==> config.mk <==
export PLATFORM = sky130hd
export DESIGN_NAME = acs_modular
export DESIGN_NICKNAME = d
export VERILOG_FILES = /design/src/rtl/acs_modular.sv
export SDC_FILE = /design/constraint.sdc
export NUM_CORES = 1
export LEC_CHECK = 0
export BUFFER_PORTS_ARGS = -buffer_cell sky130_fd_sc_hd__buf_2
export CORE_MARGIN = 2
export CORE_UTILIZATION = 30
export DETAILED_ROUTE_END_ITERATION = 10
export PLACE_DENSITY = 0.5
export SKIP_CTS_REPAIR_TIMING = 1
export SYNTH_ARGS = -nofsm -noshare
export SYNTH_HDL_FRONTEND = slang
export SYNTH_SLANG_ARGS = --single-unit
==> constraint.sdc <==
create_clock -name clk -period 7.1 [get_ports clk]
set_clock_uncertainty 0.15 [all_clocks]
set_input_delay 1.42 -clock clk [delete_from_list [all_inputs] [get_ports clk]]
set_output_delay 1.42 -clock clk [all_outputs]
set_load 0.005 [all_outputs]
==> src/rtl/acs_modular.sv <==
module acs_modular #(
  parameter int M  = 2,
  parameter int G0 = 7,
  parameter int G1 = 5
) (
  input  logic                clk,
  input  logic                rst_n,
  input  logic                in_valid,
  input  logic [1:0]          in_sym,
  output logic                dec_valid,
  output logic [(1<<M)-1:0]   dec_bits,
  output logic [M-1:0]        best_state
);
  localparam int NS       = 1 << M;
  localparam int MASK     = NS - 1;
  localparam int MW       = $clog2(4 * M) + 2;
  localparam int INIT_OFS = 2 * M;
  localparam int RMASK    = (2 << M) - 1;

  function automatic logic [1:0] expect_pair(input int u, input int p);
    int r;
    r = (u << M) | p;
    return {^(r & G1 & RMASK), ^(r & G0 & RMASK)};
  endfunction

  logic [MW-1:0]   pm    [NS];
  logic [MW-1:0]   pm_nx [NS];
  logic [NS-1:0]   dec_nx;
  logic [NS*MW-1:0] pm_flat;

  for (genvar j = 0; j < NS; j++) begin : g_acs
    localparam int P0 = (j << 1) & MASK;
    localparam int P1 = P0 | 1;
    localparam int U  = j >> (M - 1);
    localparam logic [1:0] E0 = expect_pair(U, P0);
    localparam logic [1:0] E1 = expect_pair(U, P1);
    wire [1:0]    x0 = in_sym ^ E0;
    wire [1:0]    x1 = in_sym ^ E1;
    wire [MW-1:0] c0 = pm[P0] + MW'(x0[0]) + MW'(x0[1]);
    wire [MW-1:0] c1 = pm[P1] + MW'(x1[0]) + MW'(x1[1]);
    wire [MW-1:0] d  = c1 - c0;
    assign dec_nx[j] = d[MW-1];
    assign pm_nx[j]  = d[MW-1] ? c1 : c0;
    assign pm_flat[j*MW +: MW] = pm[j];
  end

  logic [MW-1:0] tm [2*NS-1];
  logic [M-1:0]  ti [2*NS-1];

  for (genvar k = 0; k < NS; k++) begin : g_leaf
    assign tm[NS-1+k] = pm_nx[k];
    assign ti[NS-1+k] = M'(k);
  end

  for (genvar n = 0; n < NS - 1; n++) begin : g_node
    wire [MW-1:0] dd = tm[2*n+2] - tm[2*n+1];
    assign tm[n] = dd[MW-1] ? tm[2*n+2] : tm[2*n+1];
    assign ti[n] = dd[MW-1] ? ti[2*n+2] : ti[2*n+1];
  end

  always_ff @(posedge clk or negedge rst_n) begin
    if (!rst_n) begin
      for (int k = 0; k < NS; k++) pm[k] <= (k == 0) ? '0 : MW'(INIT_OFS);
      dec_valid  <= 1'b0;
      dec_bits   <= '0;
      best_state <= '0;
    end else begin
      dec_valid <= in_valid;
      if (in_valid) begin
        for (int k = 0; k < NS; k++) pm[k] <= pm_nx[k];
        dec_bits   <= dec_nx;
        best_state <= ti[0];
      end
    end
  end
endmodule


After elaboration in Yosys (flattened, before gate mapping)
Index checks and enable logic that the tools add are counted.
{ "totals": {"ff_bits": 27, "input_bits": 5, "elab_cells": 42, "out_inout_bits": 7} }
{ "classes": {"muxes": 9, "n_bitwise": 3, "n_addsub": 23} }
{ "ops": {"columns": ["op", "count"], "rows": [
  ["adder 5 x 1 -> 5 bit", 16],
  ["subtractor 5 bit", 7],
  ["two-way mux 5 bit", 6],
  ["two-way mux 1 bit", 2],
  ["two-way mux 2 bit", 1],
  ["inverter 1 bit", 2],
  ["inverter 2 bit", 1]
]} }

Longest topological paths before layout
{ "depth": {"ltp_word": 9, "depth_mapped": 27, "ltp_nobuf": 27} }

Worst setup path before layout
OpenSTA, ideal clock, no wires.
{ "synth_path": {"path_kind": "input to register", "startpoint": "input in_sym[0]", "endpoint": "register best_state[0]", "path_stages": 26, "setup_time_ns": 0.134, "path_slack_ns": 0.561, "path_buffers": 0, "arrival_ns": 6.255, "t_required_ns": 6.816, "cell_sequence": "inv_1 > fa_1 > ha_1 > xnor2_1 > inv_1 > ha_1 > nor2_1 > a21oi_1 > maj3_2 > xnor2_2 > mux2i_1 > inv_1 > ha_1 > nor2_1 > o31ai_1 > a21oi_2 > xnor2_1 > o21ai_0 > ha_1 > nor3_1 > o2111ai_1 > nor4_2 > a31oi_1 > xnor2_1 > mux2i_1 > a21oi_1"} }
{ "synth_rtl": {"columns": ["element", "line", "rtl"], "rows": [
  ["start, declared", "9", "input logic [1:0] in_sym,"],
  ["end signal, assigned", "72", "best_state <= ti[0];"],
  ["end, declared", "12", "output logic [M-1:0] best_state"]
]} }

Worst setup path after layout
{ "layout_path": {"startpoint": "input in_sym[0]", "endpoint": "register best_state[0]"} }
{ "layout_between": {"elab_chain_cells": 9, "word_cells_on_any_way": 34, "cone_classes": "add/sub: 23; mux: 9; bitwise: 2"} }
{ "layout_lines": {"columns": ["element", "line", "rtl"], "rows": [
  ["inverter 1 bit (no line) / inverter 2 bit (equally long branches)", null, null],
  ["adder 5 x 1 -> 5 bit, on equally long branches (2 in a row)", "40, 39", null],
  ["subtractor 5 bit", "41", "wire [MW-1:0] d = c1 - c0;"],
  ["two-way mux 5 bit", "43", "assign pm_nx[j] = d[MW-1] ? c1 : c0;"],
  ["subtractor 5 bit", "56", "wire [MW-1:0] dd = tm[2*n+2] - tm[2*n+1];"],
  ["two-way mux 5 bit", "57", "assign tm[n] = dd[MW-1] ? tm[2*n+2] : tm[2*n+1];"],
  ["subtractor 5 bit", "56", null],
  ["two-way mux 2 bit *", "58", "assign ti[n] = dd[MW-1] ? ti[2*n+2] : ti[2*n+1];"]
]} }
Every way passes the cells marked *; elsewhere a longest branch is shown, timed or not.
A chain may end at the register's enable or synchronous reset.

==> metrics.yaml <==
global_routing:
  grt.total_usage_pct: 14.1
  grt_pass1_wl_um: 11100
  antenna_found_initial: 0
  grt_max_degree: 39
  grt_overflow_total: 0
  grt_pass1_vias: 2178
setup_path:
  ff2ff_setup_slack_ns: 1.46
  worst_r2r_startpoint: "pm[15]"
  critical-path-top-delay-family: "adder cells"
  crit_top_cell: "ha_1"
  critical_path_peak_fanout: 7
  crit_arrival_ns: 6.67
  rr_worst_depth: 27
  end_kind: "flop"
  r2r-end: "best_state[0]"
  critPathSlowestCell: "fa_1"
  worstPathRequired_ns: 7.09
  crit_type: "in2reg"
  slowest_delay_ns: 0.40
  startpoint_type: "input port"
  crit_buf_inv: 4
sta:
  fin_crit_sh_pct: 94.1
  setup_violations: 0
  slew_headroom_pct: 44.7
  tns_ns: 0
  drv_slew: 0
  fin_crit_ns: 6.68
  worst_pin_slew_ns: 0.830
  setup_ws_ns: 0.418
  hold_viol_final: 0
  rsz0062_at_grt: "false"
  fmax_mhz: 150
layout:
  area_delta_synth_final_pct: 14.3
  drive_above_1_share_pct: 27.3
  fillers: 953
  antenna_cells: 0
  nNetsFinal: 357
yosys:
  synth-edff-count: 0
  synth.cell_area_um2: 2830
  synth_top_flop_cell: "dfrtp_1"
  postSynthCellCount: 292
  synth.area.top_cells: "dfrtp_1, ha_1, mux2i_1"
  synth_top_area_share_pct: 21.2
  ys_seq_area_share_pct: 24.0
  synth_top_area_cell: "dfrtp_1"
  synthArstFlopShare_pct: 100
  synth-seq-cells: 27
  syn_nets: 326
  yosysWarnings: 0
  synth_cell_type_count: 56
  synth.avg_cell_area_um2: 9.71
clocking:
  h-tree-depth: 1
  cts_root_buf: "clkbuf_8"
  clock_latency_ns: 0.29
  cts_sinks: 27
  cts_buffers: 3
  path_clk_slew_ns: 0.12
  cts_tree: "done"
  ctsLongestPathBuffers: 2
status:
  outcome: "complete, no violations"
floorplanning:
  dieHeight_um: 101
  start_util_pct: 30.8
  die-area_um2: 10200
  coreArea_um2: 9200
  die_w_um: 101
  row_count: 35
  io-pin-count: 12
placement:
  pre_cts_slack_ns: 0.0168
  gp_congestion: 0.815
  hpwlAfterDp_um: 5330
  io_buffers: 11
detailed_routing:
  ant_nets: 0
  routed_wl_um: 6670
  vias_per_cell: 4.93
  wire_per_inst_um: 15.4
  routed-via-count: 2136
  firstDrtPassIters: 4
  drc: 0
  drt_iter0_drc: 72
min_path:
  holdCritPathClass: "reg2reg"
  hp-start: "dec_bits[2]"
  holdPathEnd: "dec_bits[2]"
  holdPathStages: 2
job:
  maxCapViolCount: 0
==> flip-flops by register name, summed over array words and instances (netlist names) <==
| register | count |
|---|---|
| pm | 20 |
| dec_bits | 4 |
| best_state | 2 |
| dec_valid | 1 |
==> tightest hold or removal path, delay by kind of cell (launching register included) <==
kind                   cells  cell delay [ns]
DFF                        1             0.39
buffers and inverters      1             0.06
muxes                      1             0.05
==> through the flow <==
stage	cell area [um^2]	cells	hold WS, ns	utilization, %
floorplan	2830	292	0.355	-
global placement	3120	427	0.342	33.9
detailed placement	3120	427	0.362	33.9
CTS	3170	431	0.383	34.4
global route	3240	433	0.401	35.2
finish	3240	433	0.377	35.2
==> worst max path at each step <==
stage / start / to / slack, ns / depth (start not counted)
after detailed placement: in_sym[0] / best_state[0] / 0.02 / 29
after global routing: in_sym[0] / best_state[0] / 0.004 / 26
after floorplan: in_sym[0] / best_state[0] / 0.56 / 26
after global placement: in_sym[0] / best_state[0] / 0.14 / 27
final: in_sym[0] / best_state[0] / 0.42 / 26
after CTS: in_sym[0] / best_state[0] / 0.27 / 27
==> layout make-up <==
type | instances | area [um^2] | area share, %
Clock buffer | 3 | 41.3 | 1.27
Sequential cell | 27 | 679 | 21.0
Timing Repair Buffer | 34 | 230 | 7.11
Tap cell | 111 | 139 | 4.29
Multi-Input combinational cell | 226 | 2020 | 62.4
Clock inverter | 1 | 7.51 | 0.232
Inverter | 31 | 120 | 3.71
==> cell usage after synthesis, types with 2 or more instances <==
| library cell | instances |
|---|---|
| nor3b_1 | 2 |
| maj3_2 | 2 |
| buf_6 | 2 |
| a21oi_1 | 17 |
| nor2_1 | 21 |
| mux2i_1 | 26 |
| mux2i_2 | 2 |
| o2111ai_1 | 2 |
| dfstp_2 | 3 |
| xor2_1 | 15 |
| nor4_1 | 2 |
| mux2_2 | 14 |
| a31oi_1 | 2 |
| nand2_1 | 13 |
| dfrtp_1 | 24 |
| nor3_1 | 3 |
| o21ai_1 | 2 |
| nand3_1 | 16 |
| xnor2_1 | 13 |
| o21ai_0 | 9 |
| buf_2 | 2 |
| ha_1 | 21 |
| fa_1 | 8 |
| inv_1 | 31 |
| xnor2_2 | 7 |
| a21oi_2 | 3 |
==> layout by cell type (no fill, tap or decap), types with 3 or more instances in the layout <==
cell type  Yosys  routed
buf_2          2      10
mux2_2        14      14
mux2i_1       26      26
buf_4          1      23
nand2_1       13      13
o21ai_0        9       9
a21oi_1       17      17
clkbuf_8       1       3
xnor2_1       13      11
ha_1          21      21
xnor2_2        7       8
fa_1           8       6
dfrtp_1       24      24
xor2_1        15      15
dfstp_2        3       3
nor3_1         3       3
nor2_1        21      20
inv_1         31      30
nand3_1       16      16
==> cell families (layout without fill, tap and decap cells) <==
family	count (synthesis)	in the layout	synth area share, %
muxes	42	42	15.7
AOI/OAI and AO/OA	50	50	11.9
xor gates and xnor gates	38	38	15.2
and+or+nand+nor	65	65	11.0
adders and majority gates	31	31	15.7
DFF	27	27	24.0
buffers and inverters	39	69	6.49
==> metal layers <==
metal | vias up | track usage, % | part of all wire [%]
met3 | 4 | 1.10 | 3.0
met4 | 0 | 3.85 | 1.1
li1 | 1074 | - | -
met2 | 24 | 22.7 | 46
met1 | 1034 | 20.3 | 50
met5 | - | 0 | 0
Power is not shown: default switching activity piles up to over one toggle a cycle in this logic, so the estimate is an artifact.
